===== src/rtl/lvds_lane_serializer.sv =====
module lvds_lane_serializer #(
  parameter int CW = 8
) (
  input  logic          clk,
  input  logic          rst,
  input  logic [1:0]    map_mode,
  input  logic          mirror_en,
  input  logic [CW-1:0] red,
  input  logic [CW-1:0] green,
  input  logic [CW-1:0] blue,
  input  logic          hsync,
  input  logic          vsync,
  input  logic          de,
  output logic          pix_take_o,
  output logic [3:0]    data_lane_o,
  output logic          clk_lane_o
);
  localparam int SLOTS = 7;
  localparam int LANES = 4;
  localparam int SW    = $clog2(SLOTS);
  localparam logic [SW-1:0] LAST = SW'(SLOTS - 1);
  localparam logic [SLOTS-1:0] CLK_PAT = 7'b1100011;

  logic [SW-1:0] slot_q;
  logic [1:0]    mode_q;
  logic          mirror_q;
  logic [SLOTS-1:0] ck_q;
  logic [LANES-1:0][SLOTS-1:0] sh_q;
  logic [LANES-1:0][SLOTS-1:0] word;
  logic [5:0] r6, g6, b6;

  function automatic logic [SLOTS-1:0] flip(input logic [SLOTS-1:0] v);
    for (int i = 0; i < SLOTS; i++) flip[i] = v[SLOTS-1-i];
  endfunction

  wire load     = (slot_q == LAST);
  wire low_bits = (mode_q == 2'd2);

  assign r6 = low_bits ? red[5:0]   : red[CW-1:CW-6];
  assign g6 = low_bits ? green[5:0] : green[CW-1:CW-6];
  assign b6 = low_bits ? blue[5:0]  : blue[CW-1:CW-6];

  // Vectors are written slot 0 first (MSB) through slot 6 (LSB).
  always_comb begin
    word[0] = {g6[0], r6};
    word[1] = {b6[1:0], g6[5:1]};
    word[2] = {de, vsync, hsync, b6[5:2]};
    case (mode_q)
      2'd1:    word[3] = {1'b0, blue[1:0], green[1:0], red[1:0]};
      2'd2:    word[3] = {1'b0, blue[CW-1:CW-2], green[CW-1:CW-2], red[CW-1:CW-2]};
      default: word[3] = '0;
    endcase
  end

  always_ff @(posedge clk) begin
    if (rst) begin
      slot_q   <= LAST;
      mode_q   <= map_mode;
      mirror_q <= mirror_en;
      ck_q     <= '0;
    end else if (load) begin
      slot_q <= '0;
      ck_q   <= mirror_q ? flip(CLK_PAT) : CLK_PAT;
    end else begin
      slot_q <= slot_q + 1'b1;
      ck_q   <= {ck_q[SLOTS-2:0], 1'b0};
    end
  end

  for (genvar l = 0; l < LANES; l++) begin : g_lane
    always_ff @(posedge clk) begin
      if (rst)       sh_q[l] <= '0;
      else if (load) sh_q[l] <= mirror_q ? flip(word[l]) : word[l];
      else           sh_q[l] <= {sh_q[l][SLOTS-2:0], 1'b0};
    end
    assign data_lane_o[l] = sh_q[l][SLOTS-1];
  end

  assign clk_lane_o = ck_q[SLOTS-1];
  assign pix_take_o = load & ~rst;

  p_slot_wrap_r1: assert property (@(posedge clk) disable iff (rst)
    slot_q == LAST |=> slot_q == '0);
  p_slot_step_r1: assert property (@(posedge clk) disable iff (rst)
    slot_q != LAST |=> slot_q == $past(slot_q) + 1'b1);
  p_take_single_r1: assert property (@(posedge clk) disable iff (rst)
    pix_take_o |=> !pix_take_o);
  p_lane3_quiet_r2: assert property (@(posedge clk) disable iff (rst)
    (mode_q == 2'd0 || mode_q == 2'd3) |-> !data_lane_o[3]);
  p_ctl3_zero_r5: assert property (@(posedge clk) disable iff (rst)
    ((slot_q == '0 && !mirror_q) || (slot_q == LAST && mirror_q)) |-> !data_lane_o[3]);
  p_clk_mid_low_r7: assert property (@(posedge clk) disable iff (rst)
    (slot_q >= 3'd2 && slot_q <= 3'd4) |-> !clk_lane_o);
  p_cfg_hold_r8: assert property (@(posedge clk) disable iff (rst)
    1'b1 |=> $stable(mode_q) && $stable(mirror_q));
endmodule


===== config.mk =====
export PLATFORM = sky130hd
export DESIGN_NAME = lvds_lane_serializer
export DESIGN_NICKNAME = d
export VERILOG_FILES = /design/src/rtl/lvds_lane_serializer.sv
export SDC_FILE = /design/constraint.sdc
export NUM_CORES = 1
export LEC_CHECK = 0
export ABC_AREA = 1
export BUFFER_PORTS_ARGS = -buffer_cell sky130_fd_sc_hd__buf_2
export CORE_AREA = 2 2 62 64
export CTS_BUF_LIST = sky130_fd_sc_hd__clkbuf_2 sky130_fd_sc_hd__clkbuf_4 sky130_fd_sc_hd__clkbuf_8
export CTS_CLUSTER_DIAMETER = 120
export DETAILED_ROUTE_END_ITERATION = 16
export DIE_AREA = 0 0 64 66
export HOLD_SLACK_MARGIN = 0.08
export PLACE_DENSITY = 0.77
export SLEW_MARGIN = 25
export SYNTH_ARGS = -nofsm -noshare
export SYNTH_HDL_FRONTEND = slang
export SYNTH_SLANG_ARGS = --single-unit

===== constraint.sdc =====
create_clock -name clk -period 1.4 [get_ports clk]
set_input_delay 0 -clock clk [delete_from_list [all_inputs] [get_ports clk]]
set_output_delay 0 -clock clk [all_outputs]
set_load 0.02 [all_outputs]

==> results of run 1 <==
==> power by group through the flow <==
stage	clock network, mW	logic (mW)	registers (mW)
global route	0.715	0.696	1.34
detailed placement	0	0.505	1.36
floorplan	0	0.381	1.35
global placement	0	0.495	1.35
CTS	0.653	0.563	1.33
finish	0.643	0.628	1.33
==> repair_timing <==
item	CTS	global route
hold endpoints to repair	29	0
resized for setup	0	23
hold buffers	27	0
setup buffers	0	4
setup endpoints to repair	0	20
==> worst paths after layout <==
| kind | slack [ns] | start | cells past startpoint | endpoint |
|---|---|---|---|---|
| hold / removal | 0.08 | blue[0] | 5 | sh_q[8] |
| setup reg to reg | 0.03 | mode_q[0] | 7 | sh_q[22] |
| hold reg to reg | 0.41 | ck_q[3] | 2 | ck_q[4] |
| setup / recovery | 0.03 | mode_q[0] | 7 | sh_q[22] |
==> final cells by class <==
class / count / area (sq um) / share of cell area, %
multi-input cells: 178 / 890.9 / 34.99
flip-flops and latches: 41 / 850.8 / 33.42
repair buffers: 75 / 578.1 / 22.70
inverters: 26 / 100.1 / 3.931
clock buffers: 8 / 66.31 / 2.604
well taps: 48 / 60.06 / 2.359
==> worst max-delay path, cell delays in order (launching register included) <==
cell	delay (ns)
sky130_fd_sc_hd__edfxtp_1	0.43
sky130_fd_sc_hd__inv_2	0.09
sky130_fd_sc_hd__ha_2	0.17
sky130_fd_sc_hd__buf_4	0.15
sky130_fd_sc_hd__nand2_1	0.07
sky130_fd_sc_hd__a21oi_2	0.18
sky130_fd_sc_hd__nand3_1	0.12
sky130_fd_sc_hd__nand3_1	0.10
==> logic make-up (layout without fill, tap and decap cells) <==
| group | count (synthesis) | in the layout | share of synthesized area [%] |
|---|---|---|---|
| flip-flops | 41 | 41 | 43.67 |
| AO/OA/AOI/OAI | 28 | 28 | 7.707 |
| AND/OR/NAND/NOR | 147 | 147 | 34.36 |
| buffers and inverters | 45 | 109 | 12.33 |
| adder cells (fa/ha/maj) | 3 | 3 | 1.927 |
==> metal layers <==
metal / part of all wire [%] / wire length [um] / up-vias
li1: - / - / 970
met4: 4.7 / 232 / 0
met2: 49 / 2415 / 80
met1: 40 / 1983 / 898
met5: 0 / 0 / -
met3: 6.8 / 339 / 26
==> synthesized netlist by cell type <==
master / count / area [sq um]
sky130_fd_sc_hd__nand2_1: 80 / 300.3
sky130_fd_sc_hd__nand3_4: 1 / 17.52
sky130_fd_sc_hd__nor2_1: 8 / 30.03
sky130_fd_sc_hd__o21ai_1: 1 / 5.000
sky130_fd_sc_hd__dfxtp_1: 38 / 760.7
sky130_fd_sc_hd__clkbuf_1: 2 / 7.510
sky130_fd_sc_hd__o21ai_0: 14 / 70.07
sky130_fd_sc_hd__nor3_1: 1 / 5.000
sky130_fd_sc_hd__ha_1: 3 / 37.54
sky130_fd_sc_hd__nor2_8: 1 / 20.02
sky130_fd_sc_hd__nand3_2: 2 / 20.02
sky130_fd_sc_hd__nand3_1: 53 / 265.3
sky130_fd_sc_hd__buf_4: 5 / 37.54
sky130_fd_sc_hd__edfxtp_1: 3 / 90.09
sky130_fd_sc_hd__nand2_4: 1 / 11.26
sky130_fd_sc_hd__buf_2: 6 / 30.03
sky130_fd_sc_hd__a21oi_1: 9 / 45.04
sky130_fd_sc_hd__buf_6: 6 / 67.56
sky130_fd_sc_hd__inv_2: 3 / 11.26
sky130_fd_sc_hd__inv_1: 23 / 86.33
sky130_fd_sc_hd__o211ai_1: 4 / 30.03
==> state kept, by name, summed over array words and instances, names as in the netlist <==
name / flops
ck_q: 7
mirror_q: 1
mode_q: 2
data_lane_o: 4
slot_q: 3
sh_q: 24
==> metrics by stage <==
step	hold WS (ns)	std cells	util, %
2_1_floorplan	0.07238	264	-
3_3_place_gp	0.1764	337	59.94
3_5_place_dp	0.1787	337	59.94
4_1_cts	0.08255	372	69.42
5_1_grt	0.08337	376	71.71
6_report	0.08309	376	71.71
==> results.toml, run 1 <==
[outcome]
result_of_the_run = "finished, final reports clean"

[global_route]
grt.busiest_layer = "met2"
grt_max_degree = 25
grt.overflow.total = 0
global_route.usage.met1_pct = 31.36
gr-usage-met2_pct = 41.93
grt_usage_pct = 25.79
antenna_violations_before_repair = 0
grt_first_pass_wirelength_um = 8300
grt_util_met3_pct = 6.474
vias_in_the_first_global_route = 1857

[power]
sw_frac_of_total_pct = 29.26
vdd.ir_drop.worst_mv = 0.7996
leakage_nw = 1.205
p_clk_share_pct = 24.7
power-per-cell-area_nw_per_um2 = 1022
seqPwrFrac_pct = 51.1
fin_total_pwr_mw = 2.602
net-switching-power_mw = 0.7614
combinationalPowerShare_pct = 24.1
cellInternalPower_mw = 1.841

[sta]
hold_violations = 0
timing.slew.headroom_pct = 82.82
achievable-frequency_mhz = 727.7
final_worst_path_period_need_ns = 1.374
finalCritPeriodShare_pct = 98.16
skew_ns = 0.009311
fin_setup_tns_ns = 0
setup_violators_final = 0
setup_repair_after_global_routing_missed_its_margin = "true"
slew_viol_final = 0
final_critical_path_setup_slack_ns = 0.02578
max_slew.worst_pin.slew_ns = 0.2550

[clock_tree]
clock_latency_ns = 0.35
clock_tree_from_tritoncts = "done"
cts.htree.levels = 2
clkSlewWorstSetupHoldPaths_ns = 0.11
clkSinkCount = 41
number_of_clock_buffers_inserted_by_tritoncts = 5
cts.root.buffer_cell = "sky130_fd_sc_hd__clkbuf_4"
max-clock-path-buffers = 2

[route]
avgRoutedWirePerCell_um = 13.22
drt-pass1-iter-count = 5
final_ant_viol_nets = 0
viasPerCell = 5.250
drc = 0
wire_length_after_detailed_routing_um = 4971
drt-initial-drc-count = 159
vias = 1974

[final_layout]
areaGrowthSynthToFinish_pct = 30.70
most-common-layout-cells = "sky130_fd_sc_hd__nand2_1, sky130_fd_sc_hd__nand3_1, sky130_fd_sc_hd__dfxtp_1, sky130_fd_sc_hd__buf_2, sky130_fd_sc_hd__dlygate4sd3_1"
drive_above_1_share_pct = 23.17
final.fill_count = 269
final_design_area_no_fill_sq_um = 2546
layout.nets = 362
most_common_cell_after_layout_fill_and_taps_aside = "sky130_fd_sc_hd__nand2_1"
antenna-diode-count = 0

[floorplan]
io-pin-count = 38
dieHeight_um = 66
die_width_um = 64
coreArea_sq_um = 3551
start_util_pct = 54.86
die-area_sq_um = 4224
rows = 22

[logic_synthesis]
syn_nets = 299
synth_cell_types = 21
synth_seq_cells = 41
synth.avg_cell_area_sq_um = 7.379
synth-seq-area-share_pct = 43.67
netlist_instances = 264
yosys_warnings = 0
combined_area_of_all_synthesized_cells_sq_um = 1948

[setup_path]
timing.critical_path.from_type = "flop"
worst-endpoint-required_ns = 1.69
endpoint_kind = "flop"
worst_endpoint_data_arrival_time_ns = 1.66
path_max_fanout = 9
crit_type = "flop to flop"

[place]
numPortBuffers = 37
detailedPlacementHpwl_um = 3016
placed_cell_area_sq_um = 2128
gp_routability_congestion = 0.8550
post-place-ws_ns = 0.03996

[job]
drv_cap = 0

[min_path]
worstHoldPathType = "input pin to flop"
(Power assumes the default switching activity.)
==> run 2, diff against run 1 <==
Settings changed: ABC_AREA 1 to not set, CORE_AREA 2 2 62 64 to 2 2 61 63, DIE_AREA 0 0 64 66 to 0 0 63 65, PLACE_DENSITY 0.77 to 0.75.
==> results.toml, run 2 <==
[global_route]
vias_in_the_first_global_route = 1491
grt_first_pass_wirelength_um = 6996
grt_max_degree = 29
grt.overflow.total = 0
grt_usage_pct = 23.13
antenna_violations_before_repair = 0

[setup_path]
worst_endpoint_data_arrival_time_ns = 1.77
timing.critical_path.from_type = "flop"
crit_type = "flop to flop"
worst-endpoint-required_ns = 1.64
path_max_fanout = 5
endpoint_kind = "flop"

[final_layout]
drive_above_1_share_pct = 42.36
largest_reg_flops = 24
max_flop_register = "sh_q"
most-common-layout-cells = "sky130_fd_sc_hd__buf_2, sky130_fd_sc_hd__dfxtp_1, sky130_fd_sc_hd__a22o_1, sky130_fd_sc_hd__mux2i_1, sky130_fd_sc_hd__dlygate4sd3_1"
layout.nets = 263
most_common_cell_after_layout_fill_and_taps_aside = "sky130_fd_sc_hd__buf_2"
final_cells = 277
final_design_area_no_fill_sq_um = 2616
antenna-diode-count = 0
areaGrowthSynthToFinish_pct = 43.02

[clock_tree]
clock_tree_from_tritoncts = "done"
cts.htree.levels = 2
clkSlewWorstSetupHoldPaths_ns = 0.11
max-clock-path-buffers = 2
number_of_clock_buffers_inserted_by_tritoncts = 5
clkSinkCount = 41
clock_latency_ns = 0.35
cts.root.buffer_cell = "sky130_fd_sc_hd__clkbuf_4"

[outcome]
result_of_the_run = "finished with violations"
violations = "setup timing"

[logic_synthesis]
post-synth-top-count-cell = "sky130_fd_sc_hd__dfxtp_1"
synth_cell_types = 29
synth.avg_cell_area_sq_um = 11.36
yosys_warnings = 0
synth_top_flop_cell = "sky130_fd_sc_hd__dfxtp_1"
synth-seq-area-share_pct = 46.51
synth_seq_cells = 41
syn_nets = 196
number_of_enable_type_register_cells_in_the_synthesized_netlist = 3
yosysTopAreaCell = "sky130_fd_sc_hd__dfxtp_1"
netlist_instances = 161
combined_area_of_all_synthesized_cells_sq_um = 1829
yosysTopAreaCellShare_pct = 41.59
async_flop_share_pct = 0
synth.top_cells.by_area = "sky130_fd_sc_hd__dfxtp_1, sky130_fd_sc_hd__mux2i_1, sky130_fd_sc_hd__a22o_1"
synth.top_cells.by_count = "sky130_fd_sc_hd__dfxtp_1, sky130_fd_sc_hd__mux2i_1, sky130_fd_sc_hd__a22o_1, sky130_fd_sc_hd__inv_1, sky130_fd_sc_hd__o21ai_0"

[route]
wl_met1_um = 1794
vias = 1497
route.met3.wl_um = 200
avgRoutedWirePerCell_um = 16.69
drt-pass1-iter-count = 4
drc = 0
drt-initial-drc-count = 84
viasPerCell = 5.404
top_layer_used = "met4"
route.met2.wl_um = 2484
wire_length_after_detailed_routing_um = 4624
final_ant_viol_nets = 0

[place]
post-place-ws_ns = -0.2570
placedCellCount = 242
placed_cell_area_sq_um = 2113
detailedPlacementHpwl_um = 2861
gp_routability_congestion = 0.7960
numPortBuffers = 37

[sta]
final_critical_path_setup_slack_ns = -0.1271
achievable-frequency_mhz = 654.9
final_worst_path_period_need_ns = 1.527
max_slew.worst_pin.slew_ns = 0.4921
hold_violations = 0
finalCritPeriodShare_pct = 109.1
slew_viol_final = 0
timing.slew.headroom_pct = 67.19
setup_repair_after_global_routing_missed_its_margin = "true"
setup_violators_final = 23
skew_ns = 0.008363

[job]
drv_cap = 0

[floorplan]
start_util_pct = 52.33
dieHeight_um = 65
io-pin-count = 38
coreArea_sq_um = 3496
die-area_sq_um = 4095
rows = 22
die_width_um = 63

[power]
power-per-cell-area_nw_per_um2 = 1129
seqPwrFrac_pct = 46.6
leakage_nw = 1.108
net-switching-power_mw = 0.8015
sw_frac_of_total_pct = 27.13
combinationalPowerShare_pct = 25.8
fin_total_pwr_mw = 2.954
cellInternalPower_mw = 2.153
p_clk_share_pct = 27.6
vdd.ir_drop.worst_mv = 0.8860

[min_path]
worstHoldPathType = "input pin to flop"
==> run 2: cell count changes after synthesis, moves of 6 or more <==
cell / before / now
sky130_fd_sc_hd__inv_1: 23 / 7
sky130_fd_sc_hd__mux2i_1: 0 / 28
sky130_fd_sc_hd__nand3_1: 53 / 0
sky130_fd_sc_hd__a22o_1: 0 / 22
sky130_fd_sc_hd__nand2_1: 80 / 4
sky130_fd_sc_hd__o21ai_0: 14 / 7
sky130_fd_sc_hd__a21oi_1: 9 / 3
==> run 2: cells by family (layout without fill, tap and decap cells) <==
group / Yosys count / count (layout) / synth area share [%]
multiplexers: 32 / 32 / 19.22
AND/OR/NAND/NOR: 21 / 21 / 6.908
buffers and inverters: 22 / 90 / 6.908
flip-flops: 41 / 41 / 46.51
adder cells (fa/ha/maj): 3 / 3 / 2.052
AO/OA/AOI/OAI: 42 / 42 / 18.40
==> run 2: critical path, cell delays in order, from the launching register on <==
cell	delay [ns]
sky130_fd_sc_hd__edfxtp_1	0.50
sky130_fd_sc_hd__ha_4	0.24
sky130_fd_sc_hd__buf_4	0.15
sky130_fd_sc_hd__a22oi_2	0.18
sky130_fd_sc_hd__mux2i_1	0.10
sky130_fd_sc_hd__a22o_1	0.23
==> run 2: repair_timing <==
action                                  in CTS  in global routing
endpoints found under the setup margin      26                 26
pin swaps                                    8                  6
hold endpoints to repair                    22                  0
resized for setup                           21                 19
hold buffers                                17                  0
buffers inserted                             7                  3
==> run 2: final timing paths <==
kind,startpoint,end,slack [ns],depth (start not counted)
setup reg to reg,mode_q[1],sh_q[26],-0.13,5
setup / recovery,mode_q[1],sh_q[26],-0.13,5
hold / removal,red[0],data_lane_o[3],0.1,4
hold reg to reg,sh_q[2],sh_q[3],0.45,1
==> run 2: cell type report <==
cell class	count	area, sq um
Fill cell	253	879.6
Clock inverter	1	30.03
Timing Repair Buffer	74	549.3
Tap cell	48	60.06
Inverter	8	37.54
Multi-Input combinational cell	98	1027
Sequential cell	41	853.3
Clock buffer	7	58.81
==> run 2: metrics by stage <==
stage / util, % / setup TNS, ns / hold WS, ns
global placement: 60.45 / -2.279 / 0.1771
floorplan: - / -0.9220 / 0.09436
detailed placement: 60.45 / -3.325 / 0.1781
CTS: 71.19 / -1.394 / 0.08747
global route: 74.84 / -3.207 / 0.1105
finish: 74.84 / -1.726 / 0.09790
==> run 2: routing by layer <==
layer,vias to the layer above,track usage [%]
li1,723,-
met1,714,25.03
met2,46,41.62
met3,14,5.208
met4,0,13.06
met5,-,0
==> run 2: power by group through the flow <==
stage          combinational [mW]  clock [mW]  sequential [mW]
4_1_cts                     0.678       0.830             1.37
3_3_place_gp                0.557           0             1.39
2_1_floorplan               0.418           0             1.38
5_1_grt                     0.817       0.874             1.39
6_report                    0.762       0.817             1.38
3_5_place_dp                0.578           0             1.40
